--- config.mk ---
export PLATFORM = sky130hd
export DESIGN_NAME = bus_mode_detect
export DESIGN_NICKNAME = d
export VERILOG_FILES = /design/src/rtl/bmd_pkg.sv /design/src/rtl/bmd_sync.sv /design/src/rtl/bmd_tick_gen.sv /design/src/rtl/bmd_qualifier.sv /design/src/rtl/bus_mode_detect.sv
export SDC_FILE = /design/constraint.sdc
export NUM_CORES = 1
export LEC_CHECK = 0
export BUFFER_PORTS_ARGS = -buffer_cell sky130_fd_sc_hd__buf_2
export CAP_MARGIN = 20
export CORE_MARGIN = 5
export CORE_UTILIZATION = 50
export DETAILED_ROUTE_END_ITERATION = 7
export PLACE_DENSITY = 0.67
export SYNTH_ARGS = -nofsm -noshare
export SYNTH_HDL_FRONTEND = slang
export SYNTH_SLANG_ARGS = --single-unit
--- constraint.sdc ---
create_clock -name clk -period 4.95 [get_ports clk]
set_clock_uncertainty 0.15 [all_clocks]
set_input_delay 0.495 -clock clk [delete_from_list [all_inputs] [get_ports clk]]
set_output_delay 0.495 -clock clk [all_outputs]
set_load 0.01 [all_outputs]
--- src/rtl/bmd_pkg.sv ---
package bmd_pkg;

    typedef enum logic [1:0] {
        BM_SE  = 2'd0,
        BM_LVD = 2'd1,
        BM_HVD = 2'd2
    } bus_mode_e;

    typedef struct packed {
        logic above_hvd;
        logic below_se;
    } sense_flags_t;

    localparam int unsigned SYNC_STAGES = 2;
    localparam int unsigned FLAG_W      = $bits(sense_flags_t);

    // High-voltage flag wins over the single-ended flag.
    function automatic bus_mode_e classify(input sense_flags_t f);
        if (f.above_hvd)     return BM_HVD;
        else if (f.below_se) return BM_SE;
        else                 return BM_LVD;
    endfunction

    // Bit order {hvd, lvd, se}.
    function automatic logic [2:0] mode_onehot(input bus_mode_e m);
        logic [2:0] v;
        v = 3'b000;
        case (m)
            BM_SE:   v = 3'b001;
            BM_LVD:  v = 3'b010;
            BM_HVD:  v = 3'b100;
            default: v = 3'b001;
        endcase
        return v;
    endfunction

endpackage

--- src/rtl/bmd_sync.sv ---
module bmd_sync #(
    parameter int unsigned WIDTH  = 2,
    parameter int unsigned STAGES = 2
) (
    input  logic             clk,
    input  logic             rst,
    input  logic [WIDTH-1:0] d_i,
    output logic [WIDTH-1:0] q_o
);
    logic [WIDTH-1:0] stage_q [STAGES];

    generate
        for (genvar s = 0; s < STAGES; s++) begin : g_stage
            if (s == 0) begin : g_first
                always_ff @(posedge clk) begin
                    if (rst) stage_q[s] <= '0;
                    else     stage_q[s] <= d_i;
                end
            end else begin : g_next
                always_ff @(posedge clk) begin
                    if (rst) stage_q[s] <= '0;
                    else     stage_q[s] <= stage_q[s-1];
                end
            end
        end
    endgenerate

    assign q_o = stage_q[STAGES-1];
endmodule

--- src/rtl/bmd_tick_gen.sv ---
module bmd_tick_gen #(
    parameter int unsigned DIV = 200000
) (
    input  logic clk,
    input  logic rst,
    input  logic run_i,
    output logic tick_o
);
    localparam int unsigned PW = (DIV > 1) ? $clog2(DIV) : 1;
    localparam logic [PW-1:0] LAST = PW'(DIV - 1);

    logic [PW-1:0] pcnt_q;

    assign tick_o = run_i && (pcnt_q == LAST);

    always_ff @(posedge clk) begin
        if (rst || !run_i)        pcnt_q <= '0;
        else if (pcnt_q == LAST)  pcnt_q <= '0;
        else                      pcnt_q <= pcnt_q + 1'b1;
    end


    prescale_idle_chk: assert property (@(posedge clk) disable iff (rst)
        !run_i |=> (pcnt_q == '0));
endmodule

--- src/rtl/bmd_qualifier.sv ---
module bmd_qualifier
    import bmd_pkg::*;
#(
    parameter int unsigned QUAL_TICKS = 200
) (
    input  logic      clk,
    input  logic      rst,
    input  bus_mode_e raw_i,
    input  logic      tick_i,
    output logic      pending_o,
    output bus_mode_e mode_o
);
    localparam int unsigned CW = (QUAL_TICKS > 1) ? $clog2(QUAL_TICKS) : 1;
    localparam logic [CW-1:0] LAST = CW'(QUAL_TICKS - 1);

    bus_mode_e     mode_q;
    bus_mode_e     cand_q;
    logic [CW-1:0] cnt_q;
    logic          seen_q;

    assign pending_o = (raw_i != mode_q) && (raw_i == cand_q);
    assign mode_o    = mode_q;

    always_ff @(posedge clk) begin
        if (rst) begin
            mode_q <= BM_SE;
            cand_q <= BM_SE;
            cnt_q  <= '0;
            seen_q <= 1'b0;
        end else begin
            seen_q <= 1'b1;
            if (raw_i == mode_q) begin
                cand_q <= mode_q;
                cnt_q  <= '0;
            end else if (raw_i != cand_q) begin
                cand_q <= raw_i;
                cnt_q  <= '0;
            end else if (tick_i) begin
                if (cnt_q == LAST) begin
                    mode_q <= cand_q;
                    cnt_q  <= '0;
                end else begin
                    cnt_q <= cnt_q + 1'b1;
                end
            end
        end
    end


    commit_on_tick_chk: assert property (@(posedge clk) disable iff (rst)
        (seen_q && (mode_q != $past(mode_q))) |-> $past(tick_i));


    commit_matches_raw_chk: assert property (@(posedge clk) disable iff (rst)
        (seen_q && (mode_q != $past(mode_q))) |-> (mode_q == $past(raw_i)));


    abort_clears_chk: assert property (@(posedge clk) disable iff (rst)
        (raw_i == mode_q) |=> (cnt_q == '0));


    cnt_bound_chk: assert property (@(posedge clk) disable iff (rst)
        cnt_q <= LAST);
endmodule

--- src/rtl/bus_mode_detect.sv ---
module bus_mode_detect
    import bmd_pkg::*;
#(
    parameter int unsigned CLKS_PER_TICK = 200000,
    parameter int unsigned QUAL_TICKS    = 200
) (
    input  logic clk,
    input  logic rst,
    input  logic below_se_i,
    input  logic above_hvd_i,
    input  logic disconnect_i,
    output logic mode_se_o,
    output logic mode_lvd_o,
    output logic mode_hvd_o,
    output logic term_en_o
);
    sense_flags_t flags_async;
    sense_flags_t flags_sync;
    bus_mode_e    raw_mode;
    bus_mode_e    committed;
    logic         pending;
    logic         tick;
    logic [2:0]   status;

    assign flags_async.above_hvd = above_hvd_i;
    assign flags_async.below_se  = below_se_i;

    bmd_sync #(
        .WIDTH  (FLAG_W),
        .STAGES (SYNC_STAGES)
    ) u_sync (
        .clk (clk),
        .rst (rst),
        .d_i (flags_async),
        .q_o (flags_sync)
    );

    assign raw_mode = classify(flags_sync);

    bmd_tick_gen #(
        .DIV (CLKS_PER_TICK)
    ) u_tick (
        .clk    (clk),
        .rst    (rst),
        .run_i  (pending),
        .tick_o (tick)
    );

    bmd_qualifier #(
        .QUAL_TICKS (QUAL_TICKS)
    ) u_qual (
        .clk       (clk),
        .rst       (rst),
        .raw_i     (raw_mode),
        .tick_i    (tick),
        .pending_o (pending),
        .mode_o    (committed)
    );

    assign status     = mode_onehot(committed);
    assign mode_se_o  = status[0];
    assign mode_lvd_o = status[1];
    assign mode_hvd_o = status[2];
    assign term_en_o  = (committed == BM_LVD) && !disconnect_i;


    onehot_status_chk: assert property (@(posedge clk) disable iff (rst)
        $countones({mode_hvd_o, mode_lvd_o, mode_se_o}) == 1);


    term_off_when_disc_chk: assert property (@(posedge clk) disable iff (rst)
        (disconnect_i || !mode_lvd_o) |-> !term_en_o);
endmodule

; Word-level counts from Yosys, hierarchy flattened
; Memory sizes are Yosys's and may differ from the RTL's.
; Cells that the tools add are included.
[word_totals]
out_inout_bits = 4
in_bits = 5
mem_bits_rw = 4
mem_bits_ro = 0
latch_bits = 0
reg_bits = 30
memories = 1
wordCells = 40
[mem_list]
columns = name, depth, width, rd, rd_clocked_by_memory_dff, write_ports, line_no
row1 = u_sync.stage_q, 2, 2, 2, 0, 2, bmd_sync.sv:10  ; logic [WIDTH-1:0] stage_q [STAGES];
[op_classes]
mux = 11
shifts = 0
n_div = 0
bitwise_logic = 4
mul = 0
n_eq_ne = 8
order_cmp = 0
n_addsub = 2
reduce_logical = 10
[ops]
columns = cell, n
row1 = $add A18 B1 Y18 const B, 1
row2 = $eq A18 B18 Y1 const B, 1
row3 = $mux W2, 5
row4 = $add A8 B1 Y8 const B, 1
row5 = $eq A8 B8 Y1 const B, 1
row6 = $mux W8, 1
row7 = $pmux W3 S2, 1
row8 = $eq A2 B2 Y1, 2
row9 = $mux W1, 4
row10 = $ne A2 B2 Y1, 2
row11 = $reduce_and A4 Y1, 1
row12 = $logic_and A1 B1 Y1, 3
row13 = $reduce_or A3 Y1, 1
row14 = $eq A2 B1 Y1 const B, 1
row15 = $eq A2 B2 Y1 const B, 1
row16 = $logic_not A1 Y1, 2
row17 = $not A1 Y1, 2
row18 = $or A1 B1 Y1, 2
row19 = $reduce_bool A2 Y1, 1
row20 = $reduce_or A2 Y1, 1
row21 = $logic_or A1 B1 Y1, 1

; Depth between registers and ports, before layout
; Gate-level depths: netlist (run 1).
[depth]
word_depth = 7
depth_mapped = 7
ltp_nobuf = 6

; Cells and area by module
; Synthesis (run 1) repeated with hierarchy kept, for this count alone.
[unflattened]
cells_unflattened = 167
area_unflattened_um2 = 1544.0
[modules_own_cells]
columns = mod, cells_per_inst, area_each_um2, seq_area_each_um2, instances
row1 = bmd_tick_gen, 97, 845.8, 360.3, 1
row2 = bmd_qualifier, 56, 543.0, 240.2, 1
row3 = bmd_sync, 8, 105.1, 80.1, 1
row4 = bus_mode_detect, 6, 50.0, 0.0, 1

; Worst setup path before layout (run 1)
; No wires, ideal clock.
[synth_path]
path_type = reg-to-reg
from = reg u_tick.pcnt_q[0]
to = reg u_qual.mode_q[0] (netlist: u_qual.mode_o[0])
stages_incl_launch_ff = 7
setup_slack_ns = 2.885
t_arrival_ns = 1.790
synth_period_minus_slack_ns = 2.065
required_ns = 4.675
n_path_buf = 0
setup_ns = 0.125
cell_sequence = dfxtp_1 > ha_1 > nand3_2 > or2_1 > or4_4 > o31ai_1 > a21oi_1
[synth_via]
elab_chain_cells = 3
[synth_rtl]
columns = item, line_no
row1 = from (decl), bmd_tick_gen.sv:12  ; logic [PW-1:0] pcnt_q;
row2 = from (signal assigned), bmd_tick_gen.sv:19  ; else pcnt_q <= pcnt_q + 1'b1;
row3 = $eq A18 B18 Y1, bmd_tick_gen.sv:14  ; assign tick_o = run_i && (pcnt_q == LAST);
row4 = $logic_and A1 B1 Y1, bmd_tick_gen.sv:14
row5 = $reduce_and A4 Y1 (no source line), --
row6 = to (signal assigned), bmd_qualifier.sv:40  ; mode_q <= cand_q;
row7 = to (decl), bmd_qualifier.sv:16  ; bus_mode_e mode_q;
; Every way passes these cells.
; A chain may end at the register's enable or synchronous reset.

; Final worst setup path (run 1)
; Same ends and word-level chain as after synthesis.

==> results by group, run 1 <==
Die
  • Die width: a little under 70 microns
  • Die area: between 4000 and 5000 sq um
  • Die height: 67.4 microns
  • Num rows: 20
  • CORE AREA: between 3000 and 4000 sq um
  • Initial core utilization: between 50% and 60%
  • # IOs: 9

CTS
  • Num Clock Sinks: 34
  • CTS Root Cell: clkbuf_4
  • Post-CTS resize count: 0
  • Max Root-Sink Buffers: 2
  • CTS H-tree depth: 2
  • TritonCTS clock tree: yes
  • Reg clk slew, reported paths: roughly 0.10 ns
  • Post-CTS Setup Bufs: 0
  • Hold-fix buffers, CTS: 0
  • Worst-Skew Late Latency: about 0.33 ns
  • Total CTS buffers: 5

Power and ir drop
  • Maximum vdd ir drop: between 150 and 200 uV
  • Lkg Pwr: roughly 0.55 nW
  • Power Density: between 200 and 250 nW/um^2

Job
  • Max Cap Viol: 0

Global route
  • First-pass GRT wire length: just under 6 mm
  • Total track usage: around 17%
  • Vias in the first global route: around 1300
  • Largest net degree at the start of global routing: 17
  • Initial antenna violation count: 0
  • Grt total ovfl: 0

Timing
  • Slew Limit Headroom: between 50% and 60%
  • Fmax: 448 MHz
  • # setup viols final: 0
  • WHS: ~0.22 ns
  • Unrepaired setup endpoints after global routing: false
  • Tcrit/Tclk final: around 45%
  • Fin. Hold Viols: 0
  • Setup TNS: 0 ns
  • Final Critical Period: between 2 and 2.5 ns
  • Final Max Slew Viols: 0
  • Worst slew pin tran: between 0.7 and 0.8 ns

Synthesis
  • Ys async rst share: 0%
  • Commonest register cell after synthesis: dfxtp_1
  • Syn_nets: approximately 190
  • Cell taking the most area after synthesis: dfxtp_1
  • Largest cells by area after synthesis: dfxtp_1, xor2_1, nor2_1, nor2b_1, xnor2_1
  • Number of synthesized flops with an enable pin: 0
  • Seq/Total Area, Yosys: about two fifths
  • Ys Warns: 0
  • Synth Instances: ~180
  • Netlist Area Pre-Place: 1650 sq um
  • Post-synth cell types: between 40 and 50
  • Avg Cell Area, Syn: around 9 sq um
  • Seq cells post-synth: 34
  • Most common cell in the netlist: dfxtp_1
  • Top cells by count, synth: dfxtp_1, nor2_1, nand2_1, nand3_1, xor2_1
  • Yosys top cell area share: between 40 and 50%

Final layout
  • Layout cells sized above 1: between 10% and 20%
  • Final nets: ~200
  • P&R area growth vs syn: 7.15%
  • Sequential Area: between 600 and 700 sq um
  • # diodes: 0
  • Multi-input logic area: approximately 910 sq um
  • Fillcell total: between 300 and 400

Drt
  • DR DRC count: 0
  • Vias: between 1000 and 1500
  • Drt wl/cell: roughly 14 microns
  • Vias per cell: around 5.5
  • Initial DRC Count: 139
  • Final WL: approximately 3.3 mm
  • Detailed Routing Iterations Pass 1: 4
  • Post-route ant nets: 0

Placed design
  • Hpwl dp: between 2 and 2.5 mm
  • IO buf count: 8
  • GP Congestion: about 0.80

Min path
  • Hold Path End: u_sync.stage_q[0][1]$_SDFF_PP0_
  • WHS Path Cells: 2
  • Hold Path Class: in2reg
  • Hold path start: above_hvd_i

Worst setup path
  • Critical path type: reg2reg
  • Worst Path Arrival: 2.30 ns
  • CP Max Fanout: 7
  • Crit start category: flip-flop
  • FF-to-FF setup slack: roughly 2.7 ns
  • Worst Setup End Kind: flip-flop
  • Reg2reg end: u_qual.mode_o[0]$_SDFFE_PP0P_
  • Worst R2R Start: u_tick.pcnt_q[0]$_SDFF_PP0_
  • R2R cell count: 6
  • Required time worst endpoint: roughly 5 ns

Outcome
  • Status: finished, final reports clean
## flip-flops by register name (all words and copies together) (netlist names)
signal and count:
u_qual.cnt_q 8, u_tick.pcnt_q 18, u_qual.mode_o 2, u_qual.cand_q 2, u_sync.stage_q 4
## final cells by class
class                   instances  area share [%]
clock buffers                   5            2.13
clock inverters                 2           0.568
inverters                       5            1.06
multi-input cells             139            51.8
flip-flops and latches         34            38.6
well taps                      44            3.12
repair buffers                  9            2.70
## logic make-up (layout without fill, tap and decap cells)
kind of cell | after synthesis | in the layout | synth area share [%]
fa+ha+maj | 4 | 4 | 3.04
buf+inv | 10 | 21 | 3.12
flops | 34 | 34 | 41.4
simple gates | 90 | 90 | 30.5
compound gates | 26 | 26 | 11.8
xor+xnor | 18 | 18 | 9.58
mux | 1 | 1 | 0.608
## power by group
part           total, mW  switching [mW]  internal, mW
clock network      0.140          0.0886        0.0510
registers          0.279         0.00259         0.276
logic             0.0176          0.0116       0.00593
total              0.436           0.103         0.333
## layer usage
layer	up-vias	track usage (%)	part of all wire, %
met2	15	29.6	49
met5	-	0	0
met1	616	20.0	46
met3	6	3.99	2.9
met4	0	6.84	1.8
li1	679	-	-
## through the flow
step	worst slack, ns	power, mW	instances	utilization, %	instance area [sq um]
after floorplan	2.88	0.298	183	-	1650
after global placement	2.73	0.301	230	55.0	1710
after detailed placement	2.64	0.302	230	55.0	1710
after CTS	2.62	0.442	237	56.6	1760
after global routing	2.56	0.460	238	56.8	1760
final	2.72	0.436	238	56.8	1760
## how the worst max path moves through the flow
stage,startpoint,endpoint,depth (start not counted)
2_1_floorplan,u_tick.pcnt_q[0]$_SDFF_PP0_,u_qual.mode_o[0]$_SDFFE_PP0P_,6
3_3_place_gp,u_tick.pcnt_q[0]$_SDFF_PP0_,u_tick.pcnt_q[15]$_SDFF_PP0_,6
3_5_place_dp,u_tick.pcnt_q[0]$_SDFF_PP0_,u_tick.pcnt_q[3]$_SDFF_PP0_,6
4_1_cts,u_tick.pcnt_q[0]$_SDFF_PP0_,u_tick.pcnt_q[3]$_SDFF_PP0_,6
5_1_grt,u_tick.pcnt_q[0]$_SDFF_PP0_,u_qual.mode_o[0]$_SDFFE_PP0P_,6
6_report,u_tick.pcnt_q[0]$_SDFF_PP0_,u_qual.mode_o[0]$_SDFFE_PP0P_,6
## layout by cell type, fill, tap and decap left out, drive strengths merged, types with 2 or more instances in the layout
master / n
and3: 5
clkinv: 2
xor2: 11
buf: 9
o2111ai: 2
o211ai: 6
clkbuf: 5
nor2: 26
nor2b: 10
inv: 5
ha: 4
o31ai: 6
nand2: 12
nand3: 12
and4: 3
xnor2: 7
a211oi: 3
a21oi: 4
or4: 4
dfxtp: 34
nor4: 4
nor3: 5
nand4: 3
## critical path: stages, from the launching register on
cell,delay [ns]
dfxtp_1,0.38
ha_1,0.21
nand3_2,0.19
or2_1,0.33
or4_4,0.57
o31ai_1,0.20
a21oi_1,0.09
Power figures use the tool's default switching activity.
==> inputs of run 2 (changes only) <==
ABC_AREA = 1   (was unset)
PLACE_DENSITY = 0.7   (was 0.67)
clock period = 2.02 ns   (was 4.95 ns; I/O delays follow)
==> run 2 against run 1 <==
Effect of this change:
- via count up 26%
- total power rose to 2.8 times the previous value
- setup slack worse by 2.4 ns
- non-clock buffer count up 2
- combinational power rose to 4.2 times the previous value
- wire length up 8.2%
- register-to-register slack worse by 2.4 ns
- sequential cell count unchanged
- clock power rose to 3.4 times the previous value
- largest cell class unchanged
- largest power group unchanged
- highest routed layer unchanged
==> results by group, run 2 <==
Final layout
  • Most flop-heavy register: u_tick.pcnt_q
  • Max reg flops: 18
  • Fillcell total: 376
  • Layout cells sized above 1: around 14%
  • # diodes: 0
  • P&R area growth vs syn: 9.43%
  • Commonest non-fill, non-tap cell in the layout: nand2_1
  • Largest regs: u_tick.pcnt_q: 18 flops, u_qual.cnt_q: 8 flops, u_sync.stage_q: 4 flops
  • Final nets: roughly 310
  • Non-filler cells, final: 352
  • Most frequent cells in the layout: nand2_1, nor2_1, inv_1

Power and ir drop
  • Internal: 935 uW
  • Maximum vdd ir drop: 319 uV
  • Sequential power share: 55.5%
  • Pwr Total: 1.23 mW
  • Logic gate share of total power: about 6.0%
  • Sw Share: 24.2%
  • Power Density: a little under 600 nW/um^2
  • Lkg Pwr: roughly 0.82 nW
  • Clock group share of total power: about 39%
  • NetSw: between 200 and 300 uW

Global route
  • Total track usage: between 10% and 20%
  • Vias in the first global route: between 1000 and 1500
  • Initial antenna violation count: 0
  • Largest net degree at the start of global routing: 17
  • First-pass GRT wire length: about 6.1 mm
  • Grt total ovfl: 0

Synthesis
  • Syn_nets: 298
  • Seq/Total Area, Yosys: 35.6%
  • Avg Cell Area, Syn: between 6 and 7 sq um
  • Most common cell in the netlist: nand2_1
  • Yosys top cell area share: 35.6%
  • Top cells by count, synth: nand2_1, nor2_1, inv_1, dfxtp_1, nand3_1
  • Post-synth cell types: 27
  • Seq cells post-synth: 34
  • Synth Instances: ~290
  • Commonest register cell after synthesis: dfxtp_1
  • Cell taking the most area after synthesis: dfxtp_1
  • Netlist Area Pre-Place: about 1900 sq um
  • Ys async rst share: 0%
  • Ys Warns: 0
  • Largest cells by area after synthesis: dfxtp_1, nand2_1, nor2_1, inv_1, xor2_1
  • Number of synthesized flops with an enable pin: 0

Die
  • Initial core utilization: around 52%
  • Die area: about 5200 sq um
  • Num rows: 22
  • Die height: roughly 72 microns
  • # IOs: 9
  • Die width: just over 70 microns
  • CORE AREA: ~3700 sq um

Timing
  • Final WS setup: ~0.3 ns
  • Setup TNS: 0 ns
  • Fin. Hold Viols: 0
  • Worst slew pin tran: around 0.44 ns
  • Final Critical Period: between 1.5 and 2 ns
  • # setup viols final: 0
  • Final Max Slew Viols: 0
  • Unrepaired setup endpoints after global routing: false
  • Tcrit/Tclk final: roughly 85%
  • Slew Limit Headroom: 70.7%
  • Fmax: around 580 MHz

Job
  • Max Cap Viol: 0

Worst setup path
  • Worst Path Arrival: approximately 1.7 ns
  • Crit start category: flip-flop
  • CP Max Fanout: 7
  • Required time worst endpoint: around 2.0 ns
  • Worst Setup End Kind: flip-flop
  • Critical path type: reg2reg

Min path
  • Hold Path Class: in2reg

CTS
  • CTS Root Cell: clkbuf_8
  • Num Clock Sinks: 34
  • Total CTS buffers: 5
  • Reg clk slew, reported paths: around 0.070 ns
  • Max Root-Sink Buffers: 2
  • CTS H-tree depth: 2
  • Worst-Skew Late Latency: around 0.29 ns
  • Post-CTS Setup Bufs: 0
  • TritonCTS clock tree: yes

Drt
  • Vias per cell: about 4.7
  • Vias: roughly 1700
  • DR DRC count: 0
  • M1 WL: between 1.5 and 2 mm
  • Metal2 WL: between 1.5 and 2 mm
  • Final WL: about 3.5 mm
  • Drt wl/cell: between 10 and 15 microns
  • Initial DRC Count: 85
  • Post-route ant nets: 0
  • DR WL met3: ~130 microns
  • Detailed Routing Iterations Pass 1: 4
  • Highest routed layer: met4

Placed design
  • Dpl ws: about 0.31 ns
  • GP Congestion: approximately 0.84
  • Dpl cells: between 300 and 400
  • IO buf count: 8
  • Hpwl dp: ~2.7 mm

Outcome
  • Status: finished, final reports clean
==> run 2: power by group through the flow <==
stage	registers (mW)	logic, mW	clock network (mW)
finish	0.685	0.0743	0.475
global placement	0.700	0.0721	0
detailed placement	0.700	0.0724	0
global route	0.685	0.0839	0.521
CTS	0.685	0.0754	0.497
floorplan	0.699	0.0597	0
==> run 2: cell families after synthesis <==
kind of cell             synth area share, %
buffers and inverters                   10.2
XOR/XNOR                                5.50
adder cells (fa/ha/maj)                 2.62
AND/OR/NAND/NOR                         40.7
AO/OA/AOI/OAI                           5.37
flip-flops                              35.6
==> run 2: final timing paths <==
check	startpoint	to	slack, ns	cells after the start
worst min register to register	u_sync.stage_q[0][1]$_SDFF_PP0_	u_sync.stage_q[1][1]$_SDFF_PP0_	0.25	2
worst max-delay path	u_sync.stage_q[1][1]$_SDFF_PP0_	u_qual.cnt_q[3]$_SDFFE_PP0P_	0.31	9
worst max register to register	u_sync.stage_q[1][1]$_SDFF_PP0_	u_qual.cnt_q[3]$_SDFFE_PP0P_	0.31	9
worst min-delay path	rst	u_sync.stage_q[0][1]$_SDFF_PP0_	0.06	2
==> run 2: per-layer routing <==
layer / GRT usage (%) / vias to the layer above
li1: - / 911
met1: 18.7 / 718
met2: 23.5 / 17
met3: 4.21 / 6
met4: 6.26 / 0
met5: 0 / -
==> run 2: repair_timing <==
item | in CTS | in global routing
resized for setup | 0 | 0
endpoints found under the hold margin | 2 | 0
hold buffers | 2 | 0
==> run 2: through the flow <==
step,utilization [%],hold slack [ns],cell area (sq um)
floorplan,-,0.159,1910
global placement,54.0,0.240,1990
detailed placement,54.0,0.242,1990
CTS,56.7,0.0554,2090
global route,56.7,0.0717,2090
finish,56.7,0.0572,2090
==> run 2: critical path: stages, from the launching register on <==
cell	delay, ns
dfxtp_1	0.54
inv_4	0.05
nand2_2	0.11
nand2_1	0.09
nand2_1	0.08
nor2_1	0.05
nor2_2	0.17
nand2_1	0.20
nand2_1	0.10
a21oi_1	0.06
==> run 2: area by class of cell <==
class	instances	area, sq um	area share, %
clock inverters	2	10.0	0.479
repair buffers	11	67.6	3.23
inverters	44	168	8.02
well taps	48	60.1	2.87
clock buffers	5	68.8	3.29
multi-input cells	208	1040	49.6
flip-flops and latches	34	681	32.6
